$ cat src/rtl/i2cw_pkg.sv
// Shared definitions for the write-only serial register slave.
// Assumes: byte-wide registers; the receive state encoding is private to the engine.
package i2cw_pkg;
    localparam int unsigned BYTE_W = 8;

    typedef enum logic [1:0] {
        ST_IDLE,
        ST_ADDR,
        ST_SUB,
        ST_DATA
    } rx_state_t;
endpackage

$ cat src/rtl/i2cw_line_sync.sv
// Synchronizes SCL and SDA to clk and decodes SCL edges, Start and Stop.
// Assumes: bus phases last at least two clk cycles; STAGES >= 2.
module i2cw_line_sync #(
    parameter int unsigned STAGES = 2
) (
    input  logic clk,
    input  logic rst_n,
    input  logic scl_i,
    input  logic sda_i,
    output logic sda_o,
    output logic scl_rise_o,
    output logic scl_fall_o,
    output logic start_o,
    output logic stop_o
);
    logic [STAGES-1:0] scl_pipe;
    logic [STAGES-1:0] sda_pipe;
    logic              scl_q;
    logic              sda_q;
    logic              scl_s;
    logic              sda_s;

    assign scl_s = scl_pipe[STAGES-1];
    assign sda_s = sda_pipe[STAGES-1];

    // Shift both lines through the synchronizer and keep one older sample.
    always_ff @(posedge clk) begin
        if (!rst_n) begin
            scl_pipe <= '1;
            sda_pipe <= '1;
            scl_q    <= 1'b1;
            sda_q    <= 1'b1;
        end else begin
            scl_pipe <= {scl_pipe[STAGES-2:0], scl_i};
            sda_pipe <= {sda_pipe[STAGES-2:0], sda_i};
            scl_q    <= scl_s;
            sda_q    <= sda_s;
        end
    end

    // Edge and bus-condition decode from the synchronized samples.
    always_comb begin
        sda_o      = sda_s;
        scl_rise_o = scl_s && !scl_q;
        scl_fall_o = !scl_s && scl_q;
        start_o    = scl_s && scl_q && sda_q && !sda_s;
        stop_o     = scl_s && scl_q && !sda_q && sda_s;
    end
endmodule

$ cat src/rtl/i2cw_byte_engine.sv
// Receives bytes MSB first, matches the address, drives the acknowledge
// and tracks the register pointer. Emits one-cycle write strobes.
// Assumes: events come from i2cw_line_sync; NREG <= 2**PTR_W.
module i2cw_byte_engine
    import i2cw_pkg::*;
#(
    parameter int unsigned NREG  = 20,
    parameter int unsigned PTR_W = 5
) (
    input  logic              clk,
    input  logic              rst_n,
    input  logic              sda_i,
    input  logic              scl_rise_i,
    input  logic              scl_fall_i,
    input  logic              start_i,
    input  logic              stop_i,
    input  logic [6:0]        dev_addr_i,
    output logic              ack_o,
    output logic              sub_ack_o,
    output logic              data_ack_o,
    output logic              wr_en_o,
    output logic [PTR_W-1:0]  wr_ptr_o,
    output logic [BYTE_W-1:0] wr_data_o
);
    localparam logic [3:0]       CNT_FULL = 4'd8;   // eight bits shifted in
    localparam logic [3:0]       CNT_ACK  = 4'd9;   // acknowledge driven, waiting for its rise
    localparam logic [3:0]       CNT_DONE = 4'd10;  // acknowledge clock high, waiting for its fall
    localparam logic [PTR_W-1:0] LAST_PTR = PTR_W'(NREG - 1);
    localparam logic [PTR_W-1:0] PTR_MAX  = '1;

    rx_state_t         state_q;
    logic [3:0]        cnt_q;
    logic [BYTE_W-1:0] shift_q;
    logic [PTR_W-1:0]  ptr_q;
    logic              ack_q;
    logic              addr_hit;
    logic              ack_rise;

    // Address match needs the write direction (last bit 0).
    assign addr_hit = (shift_q[7:1] == dev_addr_i) && !shift_q[0];
    // The acknowledge clock rises: the host has seen this byte accepted.
    assign ack_rise = (state_q != ST_IDLE) && scl_rise_i && (cnt_q == CNT_ACK)
                      && !start_i && !stop_i;

    // Strobes to the commit control and the register bank.
    always_comb begin
        ack_o      = ack_q;
        sub_ack_o  = ack_rise && (state_q == ST_SUB);
        data_ack_o = ack_rise && (state_q == ST_DATA);
        wr_en_o    = data_ack_o && (ptr_q <= LAST_PTR);
        wr_ptr_o   = ptr_q;
        wr_data_o  = shift_q;
    end

    // Frame sequencing: bit counting, acknowledge and byte actions.
    always_ff @(posedge clk) begin
        if (!rst_n) begin
            state_q <= ST_IDLE;
            cnt_q   <= '0;
            shift_q <= '0;
            ptr_q   <= '0;
            ack_q   <= 1'b0;
        end else if (start_i) begin
            state_q <= ST_ADDR;
            cnt_q   <= '0;
            ack_q   <= 1'b0;
        end else if (stop_i) begin
            state_q <= ST_IDLE;
            cnt_q   <= '0;
            ack_q   <= 1'b0;
        end else if (state_q != ST_IDLE) begin
            if (scl_rise_i) begin
                if (cnt_q < CNT_FULL) begin
                    shift_q <= {shift_q[BYTE_W-2:0], sda_i};
                    cnt_q   <= cnt_q + 4'd1;
                end else if (cnt_q == CNT_ACK) begin
                    cnt_q <= CNT_DONE;
                    case (state_q)
                        ST_ADDR: state_q <= ST_SUB;
                        ST_SUB: begin
                            ptr_q   <= shift_q[PTR_W-1:0];
                            state_q <= ST_DATA;
                        end
                        ST_DATA: if (ptr_q != PTR_MAX) ptr_q <= ptr_q + 1'b1;
                        default: state_q <= ST_IDLE;
                    endcase
                end
            end else if (scl_fall_i) begin
                if (cnt_q == CNT_FULL) begin
                    if ((state_q == ST_ADDR) && !addr_hit) begin
                        state_q <= ST_IDLE;
                        cnt_q   <= '0;
                    end else begin
                        ack_q <= 1'b1;
                        cnt_q <= CNT_ACK;
                    end
                end else if (cnt_q == CNT_DONE) begin
                    ack_q <= 1'b0;
                    cnt_q <= '0;
                end
            end
        end
    end
endmodule

$ cat src/rtl/i2cw_commit_ctl.sv
// Decides when a Stop commits: data must be pending and no newly
// addressed transfer may be waiting for its first data byte.
// Assumes: strobes are one-cycle and never coincide with stop_i.
module i2cw_commit_ctl (
    input  logic clk,
    input  logic rst_n,
    input  logic stop_i,
    input  logic sub_ack_i,
    input  logic data_ack_i,
    input  logic wr_en_i,
    output logic load_o
);
    logic pend_q;
    logic lock_q;

    assign load_o = stop_i && pend_q && !lock_q;

    // Track uncommitted data and the wait for a first data byte.
    always_ff @(posedge clk) begin
        if (!rst_n) begin
            pend_q <= 1'b0;
            lock_q <= 1'b0;
        end else begin
            if (load_o)       pend_q <= 1'b0;
            else if (wr_en_i) pend_q <= 1'b1;
            if (sub_ack_i)       lock_q <= 1'b1;
            else if (data_ack_i) lock_q <= 1'b0;
        end
    end
endmodule

$ cat src/rtl/i2cw_reg_bank.sv
// Holding and active register copies, with the broadcast write into the
// channel group and a one-cycle update pulse on load.
// Assumes: FIRST_CH + NCH <= NREG; QW_REG/QW_BIT select the broadcast flag.
module i2cw_reg_bank
    import i2cw_pkg::*;
#(
    parameter int unsigned NREG     = 20,
    parameter int unsigned NCH      = 18,
    parameter int unsigned FIRST_CH = 1,
    parameter int unsigned QW_REG   = 0,
    parameter int unsigned QW_BIT   = 0,
    parameter int unsigned PTR_W    = 5
) (
    input  logic                   clk,
    input  logic                   rst_n,
    input  logic                   wr_en_i,
    input  logic [PTR_W-1:0]       wr_ptr_i,
    input  logic [BYTE_W-1:0]      wr_data_i,
    input  logic                   load_i,
    output logic [NREG*BYTE_W-1:0] regs_o,
    output logic                   update_o
);
    localparam logic [PTR_W-1:0] BCAST_PTR = PTR_W'(FIRST_CH);

    logic [NREG*BYTE_W-1:0] act_flat;
    logic                   bcast;
    logic                   upd_q;

    assign bcast    = wr_en_i && act_flat[QW_REG*BYTE_W + QW_BIT] && (wr_ptr_i == BCAST_PTR);
    assign regs_o   = act_flat;
    assign update_o = upd_q;

    for (genvar g = 0; g < NREG; g++) begin : g_reg
        localparam bit IN_GROUP = (g >= FIRST_CH) && (g < FIRST_CH + NCH);
        logic [BYTE_W-1:0] hold_q;
        logic [BYTE_W-1:0] act_q;
        logic              hit;

        assign hit = (wr_en_i && (wr_ptr_i == PTR_W'(g))) || (bcast && IN_GROUP);
        assign act_flat[g*BYTE_W +: BYTE_W] = act_q;

        // Capture writes in the holding copy; load it into the active copy.
        always_ff @(posedge clk) begin
            if (!rst_n) begin
                hold_q <= '0;
                act_q  <= '0;
            end else begin
                if (hit)    hold_q <= wr_data_i;
                if (load_i) act_q  <= hold_q;
            end
        end
    end

    // Update pulse aligned with the new active values.
    always_ff @(posedge clk) begin
        if (!rst_n) upd_q <= 1'b0;
        else        upd_q <= load_i;
    end
endmodule

$ cat src/rtl/i2c_wr_regslave.sv
// Top level: write-only serial register slave with deferred commit.
// Assumes: scl_i/sda_i are oversampled by clk; SDA is open-drain outside.
module i2c_wr_regslave #(
    parameter logic [6:0]  BASE_ADDR   = 7'b0011100,
    parameter int unsigned NREG        = 20,
    parameter int unsigned NCH         = 18,
    parameter int unsigned SYNC_STAGES = 2
) (
    input  logic            clk,
    input  logic            rst_n,
    input  logic            scl_i,
    input  logic            sda_i,
    input  logic            addr_sel_i,
    output logic            sda_pull_o,
    output logic [NREG*8-1:0] regs_o,
    output logic            update_o
);
    localparam int unsigned PTR_W = 5;

    logic             sda_s;
    logic             scl_rise;
    logic             scl_fall;
    logic             start_evt;
    logic             stop_evt;
    logic             sub_ack;
    logic             data_ack;
    logic             wr_en;
    logic [PTR_W-1:0] wr_ptr;
    logic [7:0]       wr_data;
    logic             load;
    logic [6:0]       dev_addr;

    assign dev_addr = {BASE_ADDR[6:1], addr_sel_i};

    i2cw_line_sync #(.STAGES(SYNC_STAGES)) u_sync (
        .clk(clk), .rst_n(rst_n), .scl_i(scl_i), .sda_i(sda_i),
        .sda_o(sda_s), .scl_rise_o(scl_rise), .scl_fall_o(scl_fall),
        .start_o(start_evt), .stop_o(stop_evt)
    );

    i2cw_byte_engine #(.NREG(NREG), .PTR_W(PTR_W)) u_rx (
        .clk(clk), .rst_n(rst_n), .sda_i(sda_s),
        .scl_rise_i(scl_rise), .scl_fall_i(scl_fall),
        .start_i(start_evt), .stop_i(stop_evt), .dev_addr_i(dev_addr),
        .ack_o(sda_pull_o), .sub_ack_o(sub_ack), .data_ack_o(data_ack),
        .wr_en_o(wr_en), .wr_ptr_o(wr_ptr), .wr_data_o(wr_data)
    );

    i2cw_commit_ctl u_commit (
        .clk(clk), .rst_n(rst_n), .stop_i(stop_evt),
        .sub_ack_i(sub_ack), .data_ack_i(data_ack), .wr_en_i(wr_en),
        .load_o(load)
    );

    i2cw_reg_bank #(.NREG(NREG), .NCH(NCH), .PTR_W(PTR_W)) u_bank (
        .clk(clk), .rst_n(rst_n), .wr_en_i(wr_en), .wr_ptr_i(wr_ptr),
        .wr_data_i(wr_data), .load_i(load),
        .regs_o(regs_o), .update_o(update_o)
    );
endmodule

$ cat config.mk
export PLATFORM = sky130hd
export DESIGN_NAME = i2c_wr_regslave
export DESIGN_NICKNAME = d
export VERILOG_FILES = /design/src/rtl/i2cw_pkg.sv /design/src/rtl/i2cw_line_sync.sv /design/src/rtl/i2cw_byte_engine.sv /design/src/rtl/i2cw_commit_ctl.sv /design/src/rtl/i2cw_reg_bank.sv /design/src/rtl/i2c_wr_regslave.sv
export SDC_FILE = /design/constraint.sdc
export NUM_CORES = 1
export LEC_CHECK = 0
export BUFFER_PORTS_ARGS = -buffer_cell sky130_fd_sc_hd__buf_4
export CAP_MARGIN = 20
export CORE_UTILIZATION = 45
export DETAILED_ROUTE_END_ITERATION = 10
export SETUP_SLACK_MARGIN = 0.1
export SYNTH_ARGS = -nofsm -noshare
export SYNTH_HDL_FRONTEND = slang
export SYNTH_HIERARCHICAL = 1
export SYNTH_SLANG_ARGS = --single-unit
export TNS_END_PERCENT = 5
$ cat constraint.sdc
create_clock -name clk -period 8.25 [get_ports clk]
set_input_delay 2.0625 -clock clk [delete_from_list [all_inputs] [get_ports clk]]
set_output_delay 2.0625 -clock clk [all_outputs]
set_load 0.02 [all_outputs]
==> Yosys cells after proc, flatten, opt, wreduce, memory -nomap -nowiden <==
Cells that the tools add are included.
{ "op_classes": {"add_sub_neg": 2, "n_eq_ne": 36, "reduce_logical": 88, "n_mux": 24, "bitwise": 5, "n_lt_le_gt_ge": 2} }
{ "op_table": {"columns": ["operator", "n"], "rows": [
  ["$eq A5 B4 Y1 const B", 8],
  ["$logic_and A1 B1 Y1", 40],
  ["$mux W4", 7],
  ["$eq A5 B3 Y1 const B", 4],
  ["$eq A5 B5 Y1 const B", 4],
  ["$logic_or A1 B1 Y1", 18],
  ["$reduce_and A7 Y1", 2],
  ["$reduce_bool A2 Y1", 7],
  ["$eq A4 B4 Y1 const B", 3],
  ["$mux W2", 6],
  ["$ne A4 B3 Y1 const B", 3],
  ["$reduce_bool A4 Y1", 3],
  ["$eq A5 B2 Y1 const B", 2],
  ["$ne A2 B2 Y1 const B", 5],
  ["$pmux W5 S2", 1],
  ["$reduce_and A5 Y1", 2],
  ["$logic_not A1 Y1", 9],
  ["$mux W1", 8],
  ["$reduce_and A8 Y1", 1],
  ["$eq A7 B5 Y1", 1],
  ["$pmux W2 S3", 1],
  ["$reduce_bool A3 Y1", 2],
  ["$add A5 B1 Y5 const B", 1],
  ["$eq A5 B1 Y1 const B", 1],
  ["13 further kinds", 18]
]} }
{ "word_totals": {"input_bits": 5, "reg_bits": 349, "output_inout_bits": 162, "elab_cells": 210} }

==> Depth between registers and ports, before layout <==
Gate-level depths: netlist of the first run.
{ "logic_depth": {"word_depth": 11, "mapped_depth": 12} }

==> Modules after synthesis <==
The synthesis of the first run kept the hierarchy.
{ "modules_own_cells": {"columns": ["module", "instances", "cells_each", "area_per_inst_um2"], "rows": [
  ["i2cw_reg_bank", 1, 1131, 12135.4],
  ["i2cw_byte_engine", 1, 156, 1277.5],
  ["i2cw_line_sync", 1, 16, 190.2],
  ["i2cw_commit_ctl", 1, 7, 71.3],
  ["i2c_wr_regslave", 1, 2, 7.5]
]} }

==> Worst setup path after synthesis of the first run <==
OpenSTA, ideal clock, no wires.
{ "synth_timing": {"path_type": "input -> register", "start": "input port rst_n", "end": "register u_bank.g_reg[12].hold_q[2]", "path_buffers": 3, "setup_slack_ps": 5201, "setup_ps": 72, "cell_stages": 5, "arrival_time_ps": 2978, "required_time_ps": 8178, "path_cell_list": "clkbuf_1 > clkbuf_1 > nand2_1 > clkbuf_1 > mux2i_1"} }
{ "synth_lines": {"columns": ["element", "line", "rtl"], "rows": [
  ["start, declared", "i2c_wr_regslave.sv:10", "input logic rst_n,"],
  ["end signal, assigned", "i2cw_reg_bank.sv:48", "if (hit) hold_q <= wr_data_i;"],
  ["end, declared", "i2cw_reg_bank.sv:35", "logic [BYTE_W-1:0] hold_q;"]
]} }

==> Worst setup path in the final report of the first run <==
{ "layout_timing": {"start": "register u_sync.scl_pipe[1]", "end": "register u_bank.g_reg[15].hold_q[2]"} }
{ "layout_via": {"word_cells_on_any_way": 18, "cone_classes": "reduce/logical (18)"} }
{ "layout_lines": {"columns": ["element", "line", "rtl"], "rows": [
  ["start, declared", "i2cw_line_sync.sv:16", "logic [STAGES-1:0] scl_pipe;"],
  ["start signal, assigned", "i2cw_line_sync.sv:34", "scl_pipe <= {scl_pipe[STAGES-2:0], scl_i};"],
  ["$logic_and A1 B1 Y1 *", "i2cw_line_sync.sv:44", "scl_rise_o = scl_s && !scl_q;"],
  ["net scl_rise", "i2c_wr_regslave.sv:21", "logic scl_rise;"],
  ["$logic_and A1 B1 Y1 * (2 in series)", "i2cw_byte_engine.sv:42", "assign ack_rise = (state_q != ST_IDLE) && scl_rise_i && (cnt_q == CNT_ACK)"],
  ["$logic_and A1 B1 Y1 * (2 in series)", "i2cw_byte_engine.sv:43", "&& !start_i && !stop_i;"],
  ["$logic_and A1 B1 Y1 *", "i2cw_byte_engine.sv:49", "data_ack_o = ack_rise && (state_q == ST_DATA);"],
  ["net data_ack", "i2c_wr_regslave.sv:26", "logic data_ack;"],
  ["$logic_and A1 B1 Y1 *", "i2cw_byte_engine.sv:50", "wr_en_o = data_ack_o && (ptr_q <= LAST_PTR);"],
  ["net wr_en", "i2c_wr_regslave.sv:27", "logic wr_en;"],
  ["$logic_and A1 B1 Y1 (2 in series)", "i2cw_reg_bank.sv:29", "assign bcast = wr_en_i && act_flat[QW_REG*BYTE_W + QW_BIT] && (wr_ptr_i == BCAST_PTR);"],
  ["$logic_or A1 B1 Y1 *", "i2cw_reg_bank.sv:39", "assign hit = (wr_en_i && (wr_ptr_i == PTR_W'(g))) || (bcast && IN_GROUP);"],
  ["end signal, assigned", "i2cw_reg_bank.sv:48", null],
  ["end, declared", "i2cw_reg_bank.sv:35", null]
]} }
The timed path passes the listed nets; every way through them passes the cells marked *.
A chain may end at the register's enable or synchronous reset.

==> metrics.md, run 1 <==
| Metric | Value |
|---|---|
| Drt drc | `0` |
| Actual slew at the worst max-slew pin | `1290 ps` |
| Yosys cell types | `58` |
| IO Port Bufs | `166` |
| PwrDens | `205 nW/um^2` |
| Buffers & Inverters on Critical Path | `1` |
| Ports | `167` |
| Crit-path slowest cell | `nor4bb_4` |
| WL per Instance | `17.0 um` |
| Crit share post-route | `50.4%` |
| Yosys top cell area share | `51.1%` |
| Final Critical Period | `4160 ps` |
| Num CTS Buffers | `38` |
| Initial antenna violation count | `0` |
| Sequential share of the synthesized area | `51.1%` |
| Antenna diodes | `0` |
| Row cnt | `63` |
| Routed WL | `31400 um` |
| Vias | `9365` |
| P_leak | `0.00638 uW` |
| Worst Setup Slack post-DPL | `4030 ps` |
| Tot GR Track Use | `20.0%` |
| Final setup violation count | `0` |
| Fmax | `0.241 GHz` |
| H-tree depth | `2` |
| Post-synth ARST share | `0%` |
| Dpl hpwl | `19300 um` |
| Reg-to-Reg Start | `u_sync/scl_pipe[1]$_SDFF_PN1_` |
| Final Non-Filler Cells | `1852` |
| Psw | `686 uW` |
| FF-to-FF End | `u_bank/g_reg[15].hold_q[2]$_SDFFE_PN0P_` |
| Largest cells by area after synthesis | `dfxtp_1, mux2i_1, nor2b_1, nand2_1, nand3_1` |
| Syn_area_per_cell | `10.4 um^2` |
| Post-CTS Setup Inserts | `0` |
| HP Class | `flop to flop` |
| Gate power share | `1.4%` |
| Worst EP required | `8660 ps` |
| Fin. max-slew vios | `0` |
| RSZ-0062 raised after global routing | `no` |
| DRT iter0 DRCs | `555` |
| Worst Hold Endpoint | `u_sync/scl_pipe[1]$_SDFF_PN1_` |
| Slowest stage delay, CP | `790 ps` |
| Die height | `176 um` |
| Critical path arrival | `4570 ps` |
| Post-cts repair resize count | `0` |
| Setup crit start kind | `flop` |
| CTS tree | `built` |
| First-pass detailed-route iteration total | `5` |
| Sw Share | `20.6%` |
| Post-layout nets | `1452` |
| Final Hold Fails | `0` |
| Worst-path clk slew | `60 ps` |
| Clk pwr share | `47.9%` |
| Via/cell ratio | `5.06` |
| Crit-path cells | `nor2b_1 -> and4_4 -> and3_1 -> a21boi_1 -> nor4bb_4 -> buf_4 -> a22o_1 -> mux2i_1` |
| Dpl cells | `1785` |
| Hold Buf Count CTS | `0` |
| Share of layout cells above drive strength 1 | `16.8%` |
| Status | `complete, no violations` |
| Number of synthesized flops with an enable pin | `0` |
| Worst Setup End Kind | `flop` |
| Leading area contributor after synthesis | `dfxtp_1` |
| Commonest non-fill, non-tap cell in the layout | `dfxtp_1` |
| Cell Area, Synth | `13700 um^2` |
| P&R area growth vs syn | `19.0%` |
| Rel. slew slack | `14.1%` |
| Clk_skew | `25.2 ps` |
| Max Cap Violations | `0` |
| Most frequent cells in the layout | `dfxtp_1, mux2i_1, buf_4` |
| Min-delay src | `u_sync/scl_pipe[0]$_SDFF_PN1_` |
| Antenna-violating nets left | `0` |
| First-pass GRT wire length | `49400 um` |
| Peak ir drop on the vdd network | `0.000160 V` |
| Cells after Synth | `1312` |
| Setup TNS | `0 ps` |
| Vias in the first global route | `8795` |
| Seq pwr share | `50.7%` |
| Die area | `31100 um^2` |
| Yosys Warn Count | `6` |
| CTS Root Cell | `clkbuf_16` |
| Clock Latency Late Sink | `530 ps` |
| Synth Flop Type | `dfxtp_1` |
| Final worst slack | `4090 ps` |
| Starting density of the core | `45.9%` |
| Clock Path Buffers | `3` |
| Delay-heaviest family, CP | `simple AND/OR/NAND/NOR gates` |
| Synth Register Bits | `349` |
| Worst Reg-to-Reg Cells | `8` |
| Pin count of the biggest net entering global routing | `141` |
| CTS Sinks | `349` |
| Core area | `29800 um^2` |
| Die width | `176 um` |
| Crit-path max FO | `14` |
| Final global-route overflow total | `0` |
| Gpl congestion | `0.813` |
| Worst setup path category | `flop to flop` |
| R2r setup slk | `4090 ps` |
| WHS | `404 ps` |
| Cells on Worst Hold Path | `1` |
| Internal power | `2650 uW` |
worst reg2reg max path: cells and delay by family, from the launching register on:
kind / cells / cell delay [ps]
multiplexers: 1 / 230
flip-flops: 1 / 370
AO/OA/AOI/OAI: 2 / 1110
buffers and inverters: 1 / 310
AND/OR/NAND/NOR: 4 / 2030
flip-flops by register name (all words and copies together), names as in the netlist:
register and flops:
u_rx/cnt_q 4, u_bank/update_o 1, u_rx/ack_o 1, u_commit/lock_q 1, u_rx/state_q 2, u_bank/g.hold_q 160
u_rx/wr_ptr_o 5, u_sync/sda_q 1, u_sync/sda_pipe 2, u_sync/scl_q 1, u_rx/wr_data_o 8, u_bank/g.act_q 160
u_sync/scl_pipe 2, u_commit/pend_q 1
through the flow:
stage          utilization [%]  area (um^2)  power [uW]
2_1_floorplan                -        13700        1760
3_3_place_gp              50.7        15100        1770
3_5_place_dp              50.7        15100        1770
4_1_cts                   54.6        16300        3380
5_1_grt                   54.6        16300        3450
6_report                  54.6        16300        3330
worst max-delay path by stage:
stage	start	to	slack [ps]	cells past startpoint
after floorplan	rst_n	u_bank/g_reg[12].hold_q[2]$_SDFFE_PN0P_	5200	5
after global placement	rst_n	u_rx/cnt_q[3]$_SDFFE_PP0P_	4030	4
after detailed placement	rst_n	u_rx/cnt_q[3]$_SDFFE_PP0P_	4030	4
after CTS	u_sync/scl_pipe[1]$_SDFF_PN1_	u_bank/g_reg[3].hold_q[0]$_SDFFE_PN0P_	4090	7
after global routing	u_sync/scl_pipe[1]$_SDFF_PN1_	u_bank/g_reg[13].hold_q[2]$_SDFFE_PN0P_	3740	8
final	u_sync/scl_pipe[1]$_SDFF_PN1_	u_bank/g_reg[15].hold_q[2]$_SDFFE_PN0P_	4090	8
logic make-up (layout without fill, tap and decap cells):
kind of cell               count (synthesis)  after routing  synth area share (%)
DFF                                      349            349                  51.1
adders and majority gates                 11             11                  1.01
AOI/OAI and AO/OA                        118            118                  5.63
xor gates and xnor gates                   8              8                 0.512
and+or+nand+nor                          419            419                  16.5
buffers and inverters                    110            256                  3.63
muxes                                    295            295                  21.6
other                                      2              6                0.0549
layer usage:
layer  vias up  global-route usage, %  share of wire, %
li1       4704                      -                 -
met1      4446                   28.3                49
met2       178                   31.8                45
met3        37                   2.91               3.7
met4         0                   5.28               1.8
met5         -                      0                 0
Yosys cell counts (3+ instances only):
| cell | instances |
|---|---|
| a21boi_1 | 11 |
| and2_1 | 3 |
| inv_1 | 11 |
| a22oi_1 | 15 |
| nand2b_1 | 10 |
| buf_2 | 28 |
| a21oi_1 | 16 |
| clkbuf_1 | 53 |
| nor2_1 | 15 |
| nor2b_1 | 165 |
| ha_1 | 11 |
| mux2i_1 | 293 |
| buf_1 | 6 |
| nand3_1 | 43 |
| buf_4 | 9 |
| o21ai_0 | 32 |
| dfxtp_1 | 349 |
| a21boi_0 | 22 |
| nand2_1 | 153 |
| and4b_1 | 3 |
| o21ai_1 | 5 |
| and3_1 | 3 |
| nand4_1 | 3 |
| xnor2_1 | 7 |
area by class of cell:
class,instances,area (um^2)
fillers,2687,13500
flip-flops and latches,349,6990
multi-input cells,857,6230
repair buffers,178,1360
clock buffers,59,1090
well taps,390,488
clock inverters,7,78.8
inverters,12,45.0
power by group through the flow:
stage | Sequential (uW) | Clock (uW) | Combinational, uW
final | 1690 | 1600 | 48.2
after global routing | 1690 | 1710 | 52.8
after CTS | 1690 | 1640 | 48.7
after floorplan | 1720 | 0 | 38.9
after detailed placement | 1720 | 0 | 48.3
after global placement | 1720 | 0 | 48.8
Note: power is estimated with default switching activity, not from simulation.
==> run 2: changes to the inputs <==
PLACE_DENSITY = 0.67   (was unset)
clock period = 3.6 ns   (was 8.25 ns; I/O delays follow)
==> run 2 against run 1 <==
Die area is the same. Non-clock buffer count grew 9. Combinational power grew 130%. Global-route usage grew 0.19 points. Utilization grew 0.34 points. Power grew 130%. Clock skew shrank 10 ps. Critical path type unchanged. Largest cell class unchanged. Largest power group unchanged.
==> metrics.md, run 2 (synthesis results as in run 1) <==
| Metric | Value |
|---|---|
| Vias in the first global route | `8911` |
| Commonest non-fill, non-tap cell in the layout | `dfxtp_1` |
| Hold Buf Count CTS | `0` |
| Post-cts repair resize count | `0` |
| Peak ir drop on the vdd network | `0.000275 V` |
| Die width | `176 um` |
| Share of layout cells above drive strength 1 | `17.7%` |
| Actual slew at the worst max-slew pin | `1190 ps` |
| Die height | `176 um` |
| Tot GR Track Use | `20.2%` |
| Final Hold Fails | `0` |
| CTS Root Cell | `clkbuf_16` |
| Post-layout nets | `1460` |
| Clock Latency Late Sink | `520 ps` |
| Fillers | `2667` |
| Gpl congestion | `0.815` |
| H-tree depth | `2` |
| Critical path arrival | `3510 ps` |
| Max Cap Violations | `0` |
| HP Class | `flop to flop` |
| Fmax | `0.324 GHz` |
| Rel. slew slack | `20.6%` |
| Via/cell ratio | `5.09` |
| Antenna diodes | `0` |
| P_leak | `0.00644 uW` |
| Fin. max-slew vios | `0` |
| Crit-path max FO | `11` |
| Row cnt | `63` |
| P&R area growth vs syn | `19.7%` |
| Pin count of the biggest net entering global routing | `98` |
| RSZ-0062 raised after global routing | `no` |
| Setup TNS | `0 ps` |
| Final Critical Period | `3090 ps` |
| Worst setup path category | `flop to flop` |
| CTS tree | `built` |
| WL per Instance | `17.1 um` |
| Die area | `31100 um^2` |
| Worst Setup End Kind | `flop` |
| PwrDens | `465 nW/um^2` |
| WHS | `409 ps` |
| Min-delay src | `u_sync/scl_pipe[0]$_SDFF_PN1_` |
| Final global-route overflow total | `0` |
| Worst EP required | `4020 ps` |
| DRT iter0 DRCs | `570` |
| Critical path capture point | `u_bank/g_reg[17].hold_q[5]$_SDFFE_PN0P_` |
| CTS Sinks | `349` |
| Ports | `167` |
| Multi-input gate area | `6230 um^2` |
| Final setup violation count | `0` |
| Status | `complete, no violations` |
| Crit. Startpoint | `u_rx/state_q[1]$_SDFFE_PP0P_` |
| Routed WL | `31800 um` |
| Post-CTS Setup Inserts | `0` |
| Clk_skew | `14.7 ps` |
| Antenna-violating nets left | `0` |
| Starting density of the core | `45.9%` |
| Dpl hpwl | `20300 um` |
| Reg-to-Reg Start | `u_rx/state_q[1]$_SDFFE_PP0P_` |
| Worst-path clk slew | `60 ps` |
| First-pass detailed-route iteration total | `4` |
| Vias | `9476` |
| Clock Path Buffers | `3` |
| Initial antenna violation count | `0` |
| Most frequent cells in the layout | `dfxtp_1, mux2i_1, buf_4` |
| R2r setup slk | `510 ps` |
| Setup crit start kind | `flop` |
| First-pass GRT wire length | `49600 um` |
| Num CTS Buffers | `37` |
| Crit share post-route | `85.9%` |
| FF-to-FF End | `u_bank/g_reg[17].hold_q[5]$_SDFFE_PN0P_` |
| IO Port Bufs | `166` |
| Register Area | `6990 um^2` |
| Worst Reg-to-Reg Cells | `10` |
| Core area | `29800 um^2` |
| Drt drc | `0` |
-- run 2: worst min-delay path by stage --
stage	endpoint	slack (ps)	depth (start not counted)
after CTS	u_sync/scl_pipe[1]$_SDFF_PN1_	410	1
after global routing	u_sync/scl_pipe[1]$_SDFF_PN1_	440	1
after detailed placement	u_sync/sda_pipe[1]$_SDFF_PN1_	400	1
after global placement	u_sync/sda_pipe[1]$_SDFF_PN1_	390	1
after floorplan	u_sync/scl_pipe[1]$_SDFF_PN1_	390	1
final	u_sync/scl_pipe[1]$_SDFF_PN1_	410	1
-- run 2: report_power, final --
group          switching (uW)  internal (uW)
Clock                    1520           2120
Combinational            68.4           43.9
Sequential               2.25           3870
Total                    1590           6030
-- run 2: through the flow --
| stage | util [%] | std cells | worst slack [ps] | instance area, um^2 | power (uW) |
|---|---|---|---|---|---|
| after floorplan | - | 1316 | 929 | 13700 | 4040 |
| after global placement | 51.0 | 1795 | 651 | 15200 | 4070 |
| after detailed placement | 51.0 | 1795 | 546 | 15200 | 4070 |
| after CTS | 55.0 | 1862 | 510 | 16400 | 7710 |
| after global routing | 55.0 | 1862 | 261 | 16400 | 7890 |
| final | 55.0 | 1862 | 509 | 16400 | 7620 |
-- run 2: final cells by class --
class,instances,area share [%]
Clock inverter,10,0.474
Tap cell,390,2.98
Sequential cell,349,42.7
Multi-Input combinational cell,857,38.1
Timing Repair Buffer,187,8.84
Clock buffer,57,6.72
Inverter,12,0.275
-- run 2: routing by layer --
metal,GRT usage [%],routed length (um),share of wire (%),up-vias
met1,27.6,14900,47,4525
li1,-,-,-,4699
met4,6.07,657,2.1,0
met2,32.8,14900,47,206
met5,0,0,0,-
met3,2.99,1330,4.2,46
-- run 2: worst max-delay path, stage by stage (launching register included) --
cell and delay, ps:
dfxtp_1 340, inv_1 120, ha_1 300, inv_2 60
and4_4 190, and3_1 190, a21boi_1 140, buf_4 220
and4bb_2 320, a22oi_1 850, mux2i_1 270
==> run 3: changes to the inputs <==
RECOVER_POWER = 25   (was unset)
==> run 3 against run 2 <==
The flow now finishes with violations (capacitance limit, slew limit). Via count is essentially flat. Critical endpoint is now u_bank/g_reg[10].hold_q[4]$_SDFFE_PN0P_. Clock power barely moved. Critical path type unchanged. Cell area is 2.3% lower.
==> metrics.md, run 3 (synthesis results as in run 1) <==
| Metric | Value |
|---|---|
| Status | `finished, violations left` |
| Failing checks | `capacitance limit, slew limit` |
| RSZ-0062 raised after global routing | `no` |
| Clock Latency Late Sink | `520 ps` |
| Worst-path clk slew | `60 ps` |
| Worst Reg-to-Reg Cells | `10` |
| Crit. Startpoint | `u_rx/state_q[1]$_SDFFE_PP0P_` |
| P_leak | `0.00601 uW` |
| FF-to-FF End | `u_bank/g_reg[10].hold_q[4]$_SDFFE_PN0P_` |
| DRT iter0 DRCs | `574` |
| Crit share post-route | `85.6%` |
| Critical path capture point | `u_bank/g_reg[10].hold_q[4]$_SDFFE_PN0P_` |
| Antenna diodes | `0` |
| Ports | `167` |
| Clock Path Buffers | `3` |
| Vias | `9468` |
| Reg-to-Reg Start | `u_rx/state_q[1]$_SDFFE_PP0P_` |
| Post-CTS Setup Inserts | `0` |
| Clk pwr share | `47.8%` |
| Final setup violation count | `0` |
| Initial antenna violation count | `0` |
| Design Area, Final | `16000 um^2` |
| Routed WL | `31900 um` |
| Share of layout cells above drive strength 1 | `10.8%` |
| DR WL met3 | `1400 um` |
| Most frequent cells in the layout | `dfxtp_1, mux2i_1, nor2b_1` |
| R2r setup slk | `520 ps` |
| Actual slew at the worst max-slew pin | `1530 ps` |
| Fmax | `0.324 GHz` |
| Gpl congestion | `0.815` |
| Buffers & Inverters on Critical Path | `3` |
| Crit-path max FO | `24` |
| Die height | `176 um` |
| WHS | `409 ps` |
| Placed cell areas | `15200 um^2` |
| Vias in the first global route | `8911` |
| Via/cell ratio | `5.08` |
| Setup TNS | `0 ps` |
| Rel. slew slack | `-2.11%` |
| Fin. max-slew vios | `17` |
| Worst Setup End Kind | `flop` |
| Final Critical Period | `3080 ps` |
| IO Port Bufs | `166` |
| Routed wire length on met2 | `14800 um` |
| Num CTS Buffers | `37` |
| Starting density of the core | `45.9%` |
| Max Cap Violations | `1` |
| Final Hold Fails | `0` |
| CTS Sinks | `349` |
| CTS Root Cell | `clkbuf_16` |
| First-pass detailed-route iteration total | `5` |
| Pin count of the biggest net entering global routing | `98` |
| Post-layout nets | `1460` |
| Commonest non-fill, non-tap cell in the layout | `dfxtp_1` |
| Seq pwr share | `50.8%` |
| Met1 wire length | `15000 um` |
| Peak ir drop on the vdd network | `0.000275 V` |
| Setup crit start kind | `flop` |
| Final global-route overflow total | `0` |
| Crit-path cells | `inv_1 -> ha_1 -> inv_2 -> and4_4 -> and3_1 -> a21boi_1 -> nor4bb_4 -> buf_4 -> a22oi_1 -> mux2i_1` |
| Delay-heaviest family, CP | `compound AO/OA/AOI/OAI gates` |
| Gate power share | `1.5%` |
| Critical path arrival | `3500 ps` |
| Tot GR Track Use | `20.2%` |
| P&R area growth vs syn | `16.9%` |
| WL per Instance | `17.1 um` |
| Crit-path slowest cell | `a22oi_1` |
| PwrDens | `476 nW/um^2` |
| Dpl hpwl | `20300 um` |
| Core area | `29800 um^2` |
| HP Class | `flop to flop` |
| CP Depth | `10` |
| Max layer used | `met4` |
| Sw Share | `20.8%` |
| H-tree depth | `2` |
| Drt drc | `0` |
| Worst EP required | `4010 ps` |
| Antenna-violating nets left | `0` |
| Worst setup path category | `flop to flop` |
| Slowest stage delay, CP | `900 ps` |
| First-pass GRT wire length | `49600 um` |
| Post-cts repair resize count | `0` |
| Row cnt | `63` |
| Psw | `1590 uW` |
| Internal power | `6030 uW` |
| Die width | `176 um` |
| Hold Buf Count CTS | `0` |
| CTS tree | `built` |
| Clk_skew | `15.2 ps` |
| Die area | `31100 um^2` |
==> run 3: changes by cell type in the layout (fill, tap and decap cells not counted) <==
cell,delta
and3b_4,-1
buf_4,-101
and3b_1,+1
o21ai_1,-1
o21ai_0,+1
clkbuf_1,+101
==> run 3: through the flow <==
stage | util (%) | worst slack [ps] | instances | total power (uW)
after floorplan | - | 929 | 1316 | 4040
after global placement | 51.0 | 651 | 1795 | 4070
after CTS | 55.0 | 510 | 1862 | 7710
after detailed placement | 51.0 | 546 | 1795 | 4070
after global routing | 53.7 | 261 | 1862 | 7890
final | 53.7 | 517 | 1862 | 7620
==> run 3: how the worst min path moves through the flow <==
stage / startpoint / to / slack [ps] / cells past startpoint
after floorplan: u_sync/scl_pipe[0]$_SDFF_PN1_ / u_sync/scl_pipe[1]$_SDFF_PN1_ / 390 / 1
after global placement: u_sync/sda_pipe[0]$_SDFF_PN1_ / u_sync/sda_pipe[1]$_SDFF_PN1_ / 390 / 1
after detailed placement: u_sync/sda_pipe[0]$_SDFF_PN1_ / u_sync/sda_pipe[1]$_SDFF_PN1_ / 400 / 1
after CTS: u_sync/scl_pipe[0]$_SDFF_PN1_ / u_sync/scl_pipe[1]$_SDFF_PN1_ / 410 / 1
after global routing: u_sync/scl_pipe[0]$_SDFF_PN1_ / u_sync/scl_pipe[1]$_SDFF_PN1_ / 440 / 1
final: u_sync/scl_pipe[0]$_SDFF_PN1_ / u_sync/scl_pipe[1]$_SDFF_PN1_ / 410 / 1
==> run 3: worst register-to-register path: stages (launching register included) <==
cell      delay, ps
dfxtp_1         340
inv_1           120
ha_1            300
inv_2            60
and4_4          190
and3_1          190
a21boi_1        140
nor4bb_4        200
buf_4           240
a22oi_1         910
mux2i_1         290
==> run 3: metal layers <==
layer,vias to the layer above,track usage [%]
met5,-,0
met4,0,6.07
met3,48,2.99
met2,218,32.8
met1,4503,27.6
li1,4699,-
==> run 3: layout make-up <==
cell class                      instances  area [um^2]
Clock buffer                           57         1100
Clock inverter                         10         77.6
Fill cell                            2774        13800
Inverter                               12         45.0
Multi-Input combinational cell        857         6230
Sequential cell                       349         6990
Tap cell                              390          488
Timing Repair Buffer                  187         1070
==> run 3: power by group through the flow <==
stage	logic, uW	clock network, uW	registers [uW]
floorplan	89.1	0	3950
global placement	113	0	3950
detailed placement	113	0	3950
CTS	114	3730	3870
global route	123	3900	3870
finish	113	3640	3870
